===== config.mk =====
export PLATFORM = sky130hd
export DESIGN_NAME = raster_timing_gen
export DESIGN_NICKNAME = d
export VERILOG_FILES = /design/src/rtl/raster_pkg.sv /design/src/rtl/rtg_counters.sv /design/src/rtl/rtg_edge_out.sv /design/src/rtl/rtg_regs.sv /design/src/rtl/raster_timing_gen.sv
export SDC_FILE = /design/constraint.sdc
export NUM_CORES = 2
export LEC_CHECK = 0
export BUFFER_PORTS_ARGS = -buffer_cell sky130_fd_sc_hd__buf_4
export CORE_ASPECT_RATIO = 1.2
export CORE_MARGIN = 2
export CORE_UTILIZATION = 60
export DETAILED_ROUTE_END_ITERATION = 12
export GPL_TIMING_DRIVEN = 1
export MAX_ROUTING_LAYER = met4
export PLACE_DENSITY = 0.84
export SLEW_MARGIN = 20
export SYNTH_ARGS = -nofsm -noshare
export SYNTH_HDL_FRONTEND = slang
export SYNTH_HIERARCHICAL = 1
export SYNTH_SLANG_ARGS = --single-unit

===== constraint.sdc =====
create_clock -name clk -period 6.6 [get_ports clk]
set_input_delay 1.32 -clock clk [delete_from_list [all_inputs] [get_ports clk]]
set_output_delay 1.32 -clock clk [all_outputs]
set_load 0.05 [all_outputs]

===== src/rtl/raster_pkg.sv =====
package raster_pkg;

    localparam int POS_W  = 16;
    localparam int REG_W  = 32;
    localparam int ADDR_W = 8;

    typedef logic [POS_W-1:0]  pos_t;
    typedef logic [ADDR_W-1:0] addr_t;

    typedef enum logic {
        FIELD_TOP = 1'b0,
        FIELD_BOT = 1'b1
    } field_e;

    // upper half raises the output, lower half drops it
    typedef struct packed {
        pos_t on_at;
        pos_t off_at;
    } edge_pair_t;

    typedef struct packed {
        pos_t line;
        pos_t pix;
    } win_pt_t;

    localparam addr_t A_MODE   = 8'h00;
    localparam addr_t A_LLEN   = 8'h04;
    localparam addr_t A_FLEN   = 8'h08;
    localparam addr_t A_RSTRT  = 8'h0C;
    localparam addr_t A_ISTAT  = 8'h10;
    localparam addr_t A_ICLR   = 8'h14;
    localparam addr_t A_IMASK  = 8'h18;
    localparam addr_t A_MSET   = 8'h1C;
    localparam addr_t A_MCLR   = 8'h20;
    localparam addr_t A_WIN_TS = 8'h30;
    localparam addr_t A_WIN_TE = 8'h34;
    localparam addr_t A_WIN_BS = 8'h38;
    localparam addr_t A_WIN_BE = 8'h3C;
    localparam addr_t A_SYNC0  = 8'h40;
    localparam int    SYNC_STRIDE = 16;

    // slot 0 horizontal, 1 top-field vertical, 2 bottom-field vertical
    function automatic addr_t sync_addr(int set, int slot);
        return addr_t'(int'(A_SYNC0) + SYNC_STRIDE * set + 4 * slot);
    endfunction

    function automatic logic next_level(logic cur, pos_t pos, edge_pair_t ep);
        if (pos == ep.off_at)
            return 1'b0;
        else if (pos == ep.on_at)
            return 1'b1;
        return cur;
    endfunction

    function automatic logic in_window(pos_t line, pos_t pix, win_pt_t s, win_pt_t e);
        return (line >= s.line) && (line < e.line) && (pix >= s.pix) && (pix < e.pix);
    endfunction

endpackage


===== src/rtl/rtg_counters.sv =====
module rtg_counters
    import raster_pkg::*;
(
    input  logic   clk,
    input  logic   rst,
    input  pos_t   line_len,
    input  pos_t   frame_hl,
    input  logic   interlaced,
    input  logic   realign,
    output pos_t   px,
    output pos_t   hl,
    output field_e field,
    output logic   frame_ev,
    output field_e ev_field
);

    pos_t half;
    logic last_px, mid_px, hl_step, hl_last;

    always_comb begin
        half     = line_len >> 1;
        last_px  = (px == line_len - 1'b1);
        mid_px   = (half != '0) && (px == half - 1'b1);
        hl_step  = last_px || mid_px;
        hl_last  = (hl == frame_hl - 1'b1);
        frame_ev = hl_step && hl_last && !realign;
        ev_field = interlaced ? field_e'(~field) : FIELD_TOP;
    end

    always_ff @(posedge clk) begin
        if (rst || realign) begin
            px    <= '0;
            hl    <= '0;
            field <= FIELD_TOP;
        end else begin
            px <= last_px ? '0 : px + 1'b1;
            if (hl_step)
                hl <= hl_last ? '0 : hl + 1'b1;
            if (frame_ev)
                field <= ev_field;
        end
    end


    px_wrap_chk: assert property (@(posedge clk) disable iff (rst)
        (!realign && px == line_len - 1'b1) |=> (px == '0));


    hl_hold_chk: assert property (@(posedge clk) disable iff (rst)
        (!realign && !hl_step) |=> $stable(hl));


    realign_chk: assert property (@(posedge clk) disable iff (rst)
        realign |=> (px == '0 && hl == '0 && field == FIELD_TOP));

endmodule


===== src/rtl/rtg_edge_out.sv =====
module rtg_edge_out
    import raster_pkg::*;
(
    input  logic       clk,
    input  logic       rst,
    input  pos_t       pos,
    input  edge_pair_t pair,
    output logic       lvl
);

    always_ff @(posedge clk) begin
        if (rst)
            lvl <= 1'b0;
        else
            lvl <= next_level(lvl, pos, pair);
    end


    rise_chk: assert property (@(posedge clk) disable iff (rst)
        (pos == pair.on_at && pos != pair.off_at) |=> lvl);


    fall_chk: assert property (@(posedge clk) disable iff (rst)
        (pos == pair.off_at) |=> !lvl);

endmodule


===== src/rtl/rtg_regs.sv =====
module rtg_regs
    import raster_pkg::*;
#(
    parameter int   NSYNC     = 3,
    parameter pos_t LINE_DEF  = 16,
    parameter pos_t FRAME_DEF = 8
) (
    input  logic                   clk,
    input  logic                   rst,
    input  logic                   bus_wr,
    input  addr_t                  bus_addr,
    input  logic [REG_W-1:0]       bus_wdata,
    output logic [REG_W-1:0]       bus_rdata,
    input  logic                   frame_ev,
    input  field_e                 ev_field,
    output pos_t                   line_len,
    output pos_t                   frame_hl,
    output logic                   slave,
    output logic                   interlaced,
    output logic                   restart,
    output edge_pair_t [NSYNC-1:0] sync_h,
    output edge_pair_t [NSYNC-1:0] sync_tv,
    output edge_pair_t [NSYNC-1:0] sync_bv,
    output win_pt_t [1:0]          win_s,
    output win_pt_t [1:0]          win_e,
    output logic                   irq
);

    localparam int NIRQ = 2;

    logic [1:0]      mode_q;
    logic [NIRQ-1:0] stat_q, mask_q, ev_bits, clr_bits;
    logic            clr_hit, set_hit, mclr_hit;

    assign slave      = mode_q[0];
    assign interlaced = mode_q[1];
    assign restart    = bus_wr && (bus_addr == A_RSTRT) && bus_wdata[0];
    assign clr_hit    = bus_wr && (bus_addr == A_ICLR);
    assign set_hit    = bus_wr && (bus_addr == A_MSET);
    assign mclr_hit   = bus_wr && (bus_addr == A_MCLR);
    assign ev_bits    = !frame_ev ? '0 : (ev_field == FIELD_BOT) ? 2'b01 : 2'b10;
    assign clr_bits   = clr_hit ? bus_wdata[NIRQ-1:0] : '0;
    assign irq        = |(stat_q & mask_q);

    always_ff @(posedge clk) begin
        if (rst) begin
            mode_q   <= '0;
            line_len <= LINE_DEF;
            frame_hl <= FRAME_DEF;
            stat_q   <= '0;
            mask_q   <= '0;
            sync_h   <= '0;
            sync_tv  <= '0;
            sync_bv  <= '0;
            win_s    <= '0;
            win_e    <= '0;
        end else begin
            stat_q <= (stat_q & ~clr_bits) | ev_bits;
            if (set_hit)
                mask_q <= mask_q | bus_wdata[NIRQ-1:0];
            else if (mclr_hit)
                mask_q <= mask_q & ~bus_wdata[NIRQ-1:0];
            if (bus_wr) begin
                case (bus_addr)
                    A_MODE:   mode_q   <= bus_wdata[1:0];
                    A_LLEN:   line_len <= bus_wdata[POS_W-1:0];
                    A_FLEN:   frame_hl <= bus_wdata[POS_W-1:0];
                    A_WIN_TS: win_s[0] <= win_pt_t'(bus_wdata);
                    A_WIN_TE: win_e[0] <= win_pt_t'(bus_wdata);
                    A_WIN_BS: win_s[1] <= win_pt_t'(bus_wdata);
                    A_WIN_BE: win_e[1] <= win_pt_t'(bus_wdata);
                    default: ;
                endcase
                for (int k = 0; k < NSYNC; k++) begin
                    if (bus_addr == sync_addr(k, 0)) sync_h[k]  <= edge_pair_t'(bus_wdata);
                    if (bus_addr == sync_addr(k, 1)) sync_tv[k] <= edge_pair_t'(bus_wdata);
                    if (bus_addr == sync_addr(k, 2)) sync_bv[k] <= edge_pair_t'(bus_wdata);
                end
            end
        end
    end

    always_comb begin
        bus_rdata = '0;
        case (bus_addr)
            A_MODE:   bus_rdata = {30'b0, mode_q};
            A_LLEN:   bus_rdata = {16'b0, line_len};
            A_FLEN:   bus_rdata = {16'b0, frame_hl};
            A_ISTAT:  bus_rdata = {30'b0, stat_q};
            A_IMASK:  bus_rdata = {30'b0, mask_q};
            A_WIN_TS: bus_rdata = win_s[0];
            A_WIN_TE: bus_rdata = win_e[0];
            A_WIN_BS: bus_rdata = win_s[1];
            A_WIN_BE: bus_rdata = win_e[1];
            default: ;
        endcase
        for (int k = 0; k < NSYNC; k++) begin
            if (bus_addr == sync_addr(k, 0)) bus_rdata = sync_h[k];
            if (bus_addr == sync_addr(k, 1)) bus_rdata = sync_tv[k];
            if (bus_addr == sync_addr(k, 2)) bus_rdata = sync_bv[k];
        end
    end


    stat_set_chk: assert property (@(posedge clk) disable iff (rst)
        (frame_ev && ev_field == FIELD_TOP) |=> stat_q[1]);


    stat_clr_chk: assert property (@(posedge clk) disable iff (rst)
        (clr_hit && bus_wdata[0] && !(frame_ev && ev_field == FIELD_BOT)) |=> !stat_q[0]);


    mask_set_chk: assert property (@(posedge clk) disable iff (rst)
        set_hit |=> ((mask_q & $past(bus_wdata[NIRQ-1:0])) == $past(bus_wdata[NIRQ-1:0])));


    mask_keep_chk: assert property (@(posedge clk) disable iff (rst)
        mclr_hit |=> ((mask_q & ~$past(bus_wdata[NIRQ-1:0])) == ($past(mask_q) & ~$past(bus_wdata[NIRQ-1:0]))));

endmodule


===== src/rtl/raster_timing_gen.sv =====
module raster_timing_gen
    import raster_pkg::*;
#(
    parameter int   NSYNC     = 3,
    parameter pos_t LINE_DEF  = 16,
    parameter pos_t FRAME_DEF = 8
) (
    input  logic             clk,
    input  logic             rst,
    input  logic             bus_wr,
    input  logic [7:0]       bus_addr,
    input  logic [31:0]      bus_wdata,
    output logic [31:0]      bus_rdata,
    input  logic             ext_sync,
    output logic [NSYNC-1:0] hsync_o,
    output logic [NSYNC-1:0] vsync_o,
    output logic             active_o,
    output logic             field_o,
    output logic             irq_o
);

    pos_t       line_len, frame_hl, px, hl;
    logic       slave, interlaced, restart, realign, ext_q, frame_ev;
    field_e     field, ev_field;
    edge_pair_t [NSYNC-1:0] sync_h, sync_tv, sync_bv;
    win_pt_t    [1:0]       win_s, win_e;
    win_pt_t    cur_s, cur_e;

    rtg_regs #(
        .NSYNC(NSYNC), .LINE_DEF(LINE_DEF), .FRAME_DEF(FRAME_DEF)
    ) u_regs (
        .clk(clk), .rst(rst),
        .bus_wr(bus_wr), .bus_addr(bus_addr), .bus_wdata(bus_wdata), .bus_rdata(bus_rdata),
        .frame_ev(frame_ev), .ev_field(ev_field),
        .line_len(line_len), .frame_hl(frame_hl),
        .slave(slave), .interlaced(interlaced), .restart(restart),
        .sync_h(sync_h), .sync_tv(sync_tv), .sync_bv(sync_bv),
        .win_s(win_s), .win_e(win_e), .irq(irq_o)
    );

    always_ff @(posedge clk) begin
        if (rst)
            ext_q <= 1'b0;
        else
            ext_q <= ext_sync;
    end

    assign realign = restart || (slave && ext_sync && !ext_q);

    rtg_counters u_cnt (
        .clk(clk), .rst(rst),
        .line_len(line_len), .frame_hl(frame_hl),
        .interlaced(interlaced), .realign(realign),
        .px(px), .hl(hl), .field(field),
        .frame_ev(frame_ev), .ev_field(ev_field)
    );

    for (genvar k = 0; k < NSYNC; k++) begin : g_sync
        edge_pair_t vpair;
        assign vpair = (field == FIELD_BOT) ? sync_bv[k] : sync_tv[k];

        rtg_edge_out u_h (
            .clk(clk), .rst(rst), .pos(px), .pair(sync_h[k]), .lvl(hsync_o[k])
        );
        rtg_edge_out u_v (
            .clk(clk), .rst(rst), .pos(hl), .pair(vpair), .lvl(vsync_o[k])
        );
    end

    assign cur_s    = (field == FIELD_BOT) ? win_s[1] : win_s[0];
    assign cur_e    = (field == FIELD_BOT) ? win_e[1] : win_e[0];
    assign active_o = in_window(hl >> 1, px, cur_s, cur_e);
    assign field_o  = field;


    slave_ignore_chk: assert property (@(posedge clk) disable iff (rst)
        (!slave && !restart && px != line_len - 1'b1) |=> (px == $past(px) + 1'b1));

endmodule


Word level (Yosys, flattened, before mapping)
Cells that the tools add are included.
{"block": "classes", "n_addsub": 5, "magnitude_cmp": 4, "eq_ne": 36, "muxes": 52, "bitwise_logic": 8, "reduce_logical": 39}
{"op": "32-bit two-way mux", "count": 14}
{"op": "32-bit case mux with 9 select lines", "count": 1}
{"op": "16-bit equality test", "count": 15}
{"op": "8-bit by 7-bit equality test with 1-bit output, second input constant", "count": 9}
{"op": "8-bit by 6-bit equality test with 1-bit output, second input constant", "count": 5}
{"op": "16-bit by 1-bit adder with 16-bit output, second input constant", "count": 2}
{"op": "8-bit by 5-bit equality test with 1-bit output, second input constant", "count": 4}
{"op": "2-bit AND reduction", "count": 16}
{"op": "16-bit by 1-bit subtractor with 16-bit output, second input constant", "count": 2}
{"op": "1-bit two-way mux", "count": 31}
{"op": "8-bit by 4-bit equality test with 1-bit output, second input constant", "count": 2}
{"op": "15-bit by 16-bit greater-or-equal comparator with 1-bit output", "count": 1}
{"op": "16-bit greater-or-equal comparator", "count": 1}
{"op": "15-bit by 16-bit < comparator with 1-bit output", "count": 1}
{"op": "16-bit < comparator", "count": 1}
{"op": "16-bit two-way mux", "count": 1}
{"op": "16-bit nonzero test", "count": 1}
{"op": "15-bit by 1-bit subtractor with 16-bit output, second input constant", "count": 1}
{"op": "1-bit logical AND", "count": 13}
{"op": "2-bit two-way mux", "count": 5}
{"op": "8-bit by 3-bit equality test with 1-bit output, second input constant", "count": 1}
{"op": "8-bit zero test", "count": 1}
{"op": "2-bit AND", "count": 3}
{"op": "2-bit inverter", "count": 2}
{"op": "6 further kinds", "count": 11}
{"block": "totals", "ff_bits": 494, "inputBits": 44, "output_inout_bits": 41, "elab_cells": 185}

Logic depth before layout (Yosys ltp)
{"block": "logic_depth", "ltp_word": 11, "depth_mapped": 13, "ltp_nobuf": 12}

Modules after synthesis
The synthesis kept the hierarchy.
{"module": "rtg_regs", "instances": 1, "cells_each": 2776, "area_each_um2": 20440.9, "seq_area_each_um2": 9088.7}
{"module": "rtg_counters", "instances": 1, "cells_each": 464, "area_each_um2": 3414.5, "seq_area_each_um2": 660.6}
{"module": "raster_timing_gen", "instances": 1, "cells_each": 327, "area_each_um2": 3129.3, "seq_area_each_um2": 20.0}
{"module": "rtg_edge_out", "instances": 6, "cells_each": 44, "area_each_um2": 395.4, "seq_area_each_um2": 20.0}

Worst setup path before layout
OpenSTA, ideal clock, no wires.
{"block": "synth_timing", "kind": "in2out", "from": "input bus_addr[0]", "to": "output bus_rdata[21]", "arrival_ns": 3.685, "required_ns": 5.280, "setup_slack_ns": 1.595, "path_stages": 8, "path_buffers": 2, "path_cell_list": "buf_4 -> or4b_1 -> buf_4 -> a21oi_2 -> a21oi_1 -> nand2_1 -> a21oi_1 -> nor3_1"}
{"block": "synth_via", "elab_chain_len": 11, "word_cells_on_any_way": 28, "cone_classes": "eq/ne: 17; mux: 10; reduce/logical: 1"}
{"element": "from (decl)", "line": "raster_timing_gen.sv:11", "text": "input logic [7:0] bus_addr,"}
{"element": "8-bit by 6-bit equality test with 1-bit output, or another cell as far along", "line": "rtg_regs.sv:85", "text": "case (bus_addr)"}
{"element": "32-bit case mux with 9 select lines", "line": "rtg_regs.sv:85"}
{"element": "32-bit two-way mux", "line": "rtg_regs.sv:98", "text": "if (bus_addr == sync_addr(k, 0)) bus_rdata = sync_h[k];"}
{"element": "32-bit two-way mux", "line": "rtg_regs.sv:99", "text": "if (bus_addr == sync_addr(k, 1)) bus_rdata = sync_tv[k];"}
{"element": "32-bit two-way mux", "line": "rtg_regs.sv:100", "text": "if (bus_addr == sync_addr(k, 2)) bus_rdata = sync_bv[k];"}
{"element": "32-bit two-way mux", "line": "rtg_regs.sv:98"}
{"element": "32-bit two-way mux", "line": "rtg_regs.sv:99"}
{"element": "32-bit two-way mux", "line": "rtg_regs.sv:100"}
{"element": "32-bit two-way mux", "line": "rtg_regs.sv:98"}
{"element": "32-bit two-way mux", "line": "rtg_regs.sv:99"}
{"element": "32-bit two-way mux (*)", "line": "rtg_regs.sv:100"}
{"element": "to (decl)", "line": "raster_timing_gen.sv:13", "text": "output logic [31:0] bus_rdata,"}
Mark *: on every way between the ends. The rest lies on a longest branch, timed or not.

Worst setup path in the final report
{"block": "layout_timing", "from": "input bus_addr[3]", "to": "output bus_rdata[11]"}
The elaborated chain is that of the path after synthesis.

==> qor.csv <==
stage;metric;value;unit
status;outcome;complete, no violations;
timing;hold_violations;0;
timing;finClkSkew;0.0191;ns
grt;grt_max_degree;165;
layout;nets;3841;
logic_synthesis;ys_types;103;
setup_path;path_cells;buf_4 -> buf_4 -> nand2_1 -> nor2_1 -> a21oi_1 -> a211o_1 -> a32oi_1 -> buf_4;
clock_tree;cts_root_buffer;clkbuf_16;
grt;grt_usage;46.9;%
logic_synthesis;synth_seq_cells;494;
logic_synthesis;yosys.area.top_type_share;33.7;%
placed_design;io_buffer_count;84;
route;drtIter0Drc;5769;
route;vias_per_cell;7.08;
timing;finalCriticalPeriod;5.76;ns
floorplanning;std_cell_rows;88;
clock_tree;cts_tree;done;
logic_synthesis;syn_avg_cell_area;7.66;um^2
layout;drive_gt1_share;11.9;%
grt;grt_pass1_vias;28600;
layout;finalNonFillerCells;4403;
power;p_per_area;206;nW/um^2
floorplanning;dieArea;50700;um^2
floorplanning;core-area;48200;um^2
route;ant_nets;0;
logic_synthesis;synth_ff_type;dfxtp_1;
setup_path;critPathBufInv;3;
setup_path;path_common_cell;buf_4;
route;vias;31200;
clock_tree;htree_num_levels;2;
layout;syn2layout_area_growth;8.58;%
route;dr.pass1.iters;12;
timing;rsz0062_at_grt;no;
clock_tree;cts_hold_buf;0;
setup_path;worst-endpoint-arrival;4.44;ns
timing;setup_tns;0;ns
logic_synthesis;synth.yosys.seq_area_share;33.7;%
grt;grt_overflow;0;
hold_path;min_path_type;reg -> reg;
logic_synthesis;async_reset_ff_share;0;%
timing;finalCritPeriodShare;87.3;%
floorplanning;die_w;206;um
setup_path;cp-start-kind;input port;
grt;antenna_found_initial;2;
route;totalWireLength;119000;um
clock_tree;cts_made_buffers;50;
power;p_leak;11.2;nW
logic_synthesis;synth_area_leaders;dfxtp_1, nand2_1, a21oi_1, xnor2_1, mux2_2;
logic_synthesis;ys.warnings.count;6;
timing;slew_headroom;11.5;%
layout;fillers;3973;
setup_path;required;5.28;ns
floorplanning;chipHeight;246;um
timing;clock.fmax;174;MHz
logic_synthesis;synth_edf_count;0;
clock_tree;clk_latency;0.63;ns
setup_path;slowest_stage;nor2_1;
flow_run;cap_violations;0;
logic_synthesis;syn_inst;3831;
floorplanning;start_util;60.9;%
clock_tree;cts_setup_buffers;0;
route;post-route-drc-count;0;
logic_synthesis;synth_area;29400;um^2
clock_tree;cts_max_path_buffers;3;
clock_tree;cts.repair.resized;0;
placed_design;place_inst;4310;
setup_path;endpoint_kind;output pin;
power;ir_drop;0.192;mV
setup_path;critPathTopFamily;buffers and inverters;
route;wire_per_inst;27.1;um
timing;tightest_slew;1.32;ns
placed_design;gp_congestion;1.08;
clock_tree;path_clk_slew;0.07;ns
setup_path;crit_type;in -> out;
timing;slew_violations;0;
placed_design;hpwlAfterDp;79000;um
logic_synthesis;synth_fp_nets;3940;
setup_path;crit_fanout;33;
setup_path;max_stage_delay;0.57;ns
grt;grt_pass1_wl;175000;um
timing;finalSetupViolations;0;
clock_tree;clkSinkCount;494;
power;p_total;6.56;mW
logic_synthesis;yosys.area.top_type;dfxtp_1;
floorplanning;io-pin-count;85;
==> worst register-to-register path, delay by kind of cell (launching register included) <==
family / cells / cell delay (ns)
AND/OR/NAND/NOR: 2 / 0.85
buffers and inverters: 1 / 0.37
XOR/XNOR: 2 / 0.28
AO/OA/AOI/OAI: 4 / 1.56
flip-flops: 1 / 0.79
==> layout by cell type, fill, tap and decap left out, drive strengths merged, types with 66 or more instances in the layout <==
cell type,Yosys,layout
clkbuf,196,66
buf,128,173
mux2,106,106
xnor2,140,140
nor2,120,120
o21ai,135,135
mux2i,90,90
xor2,119,119
a21oi,542,542
nand2,1038,1038
dfxtp,494,494
==> worst paths after layout <==
path / start / endpoint / slack, ns / depth (start not counted)
max: bus_addr[3] / bus_rdata[11] / 0.84 / 8
max reg2reg: u_cnt/px[5] / u_cnt/hl[14] / 2.64 / 9
min: u_regs/win_e[7] / u_regs/win_e[7] / 0.47 / 2
min reg2reg: u_regs/win_e[7] / u_regs/win_e[7] / 0.47 / 2
==> cells in the mapped netlist (22+ instances only) <==
cell type and instances:
a21oi_1 540, a22oi_1 44, and3_1 28, buf_2 98, clkbuf_1 196, dfxtp_1 494, ha_1 65, inv_1 22
mux2_2 103, mux2i_1 90, nand2_1 1037, nand3_1 51, nand4_1 43, nor2_1 108, nor3_1 36, nor4_2 27
o211ai_1 22, o21ai_0 118, o22ai_1 24, xnor2_1 140, xor2_1 119
==> area by class of cell <==
type | instances | area [um^2] | share of cell area [%]
Sequential cell | 494 | 9890 | 31.0
Timing Repair Buffer | 173 | 1340 | 4.22
Clock buffer | 66 | 1420 | 4.46
Antenna cell | 2 | 5.00 | 0.0157
Multi-Input combinational cell | 2991 | 18000 | 56.4
Clock inverter | 25 | 363 | 1.14
Tap cell | 630 | 788 | 2.47
Inverter | 22 | 82.6 | 0.259
==> layer usage <==
metal | GRT usage [%] | vias to the layer above | wire, um
met2 | 64.5 | 2810 | 47900
met5 | - | - | 0
met3 | 13.8 | 858 | 17700
met1 | 55.1 | 14300 | 40300
met4 | 41.6 | 0 | 13300
li1 | - | 13200 | -
==> report_power, final <==
part / internal, mW / total [mW] / switching (mW) / leakage [nW]
clock: 1.87 / 3.15 / 1.29 / 0.883
sequential: 2.99 / 3.00 / 0.00817 / 3.98
combinational: 0.0988 / 0.415 / 0.316 / 6.36
==> sequential cells by signal, indices dropped and copies added, names as in the netlist, named ones only <==
signal           flops
u_regs/mode_q        2
u_regs/frame_hl     16
u_regs/sync_tv      96
u_cnt/px            16
u_regs/win_s        64
u_cnt/field          1
g_sync.u_h/lvl       3
ext_q                1
u_regs/sync_h       96
u_regs/stat_q        2
u_cnt/hl            16
u_regs/win_e        64
u_regs/sync_bv      96
g_sync.u_v/lvl       3
u_regs/line_len     16
==> metrics by stage <==
| stage | instance area, um^2 | hold slack [ns] | setup slack, ns | utilization, % |
|---|---|---|---|---|
| 2_1_floorplan | 29400 | 0.439 | 1.60 | - |
| 3_3_place_gp | 30100 | 0.449 | 1.10 | 62.4 |
| 3_5_place_dp | 30100 | 0.458 | 1.03 | 62.4 |
| 4_1_cts | 31900 | 0.466 | 1.04 | 66.1 |
| 5_1_grt | 31900 | 0.490 | 0.888 | 66.1 |
| 6_report | 31900 | 0.469 | 0.839 | 66.1 |
==> cells by family after synthesis <==
family,after synthesis,synth area share [%]
and+or+nand+nor,1483,23.0
AOI/OAI and AO/OA,984,20.1
DFF,494,33.7
buffers and inverters,346,5.26
xor gates and xnor gates,259,7.73
muxes,200,7.45
adders and majority gates,65,2.77
Power figures use the tool's default switching activity.
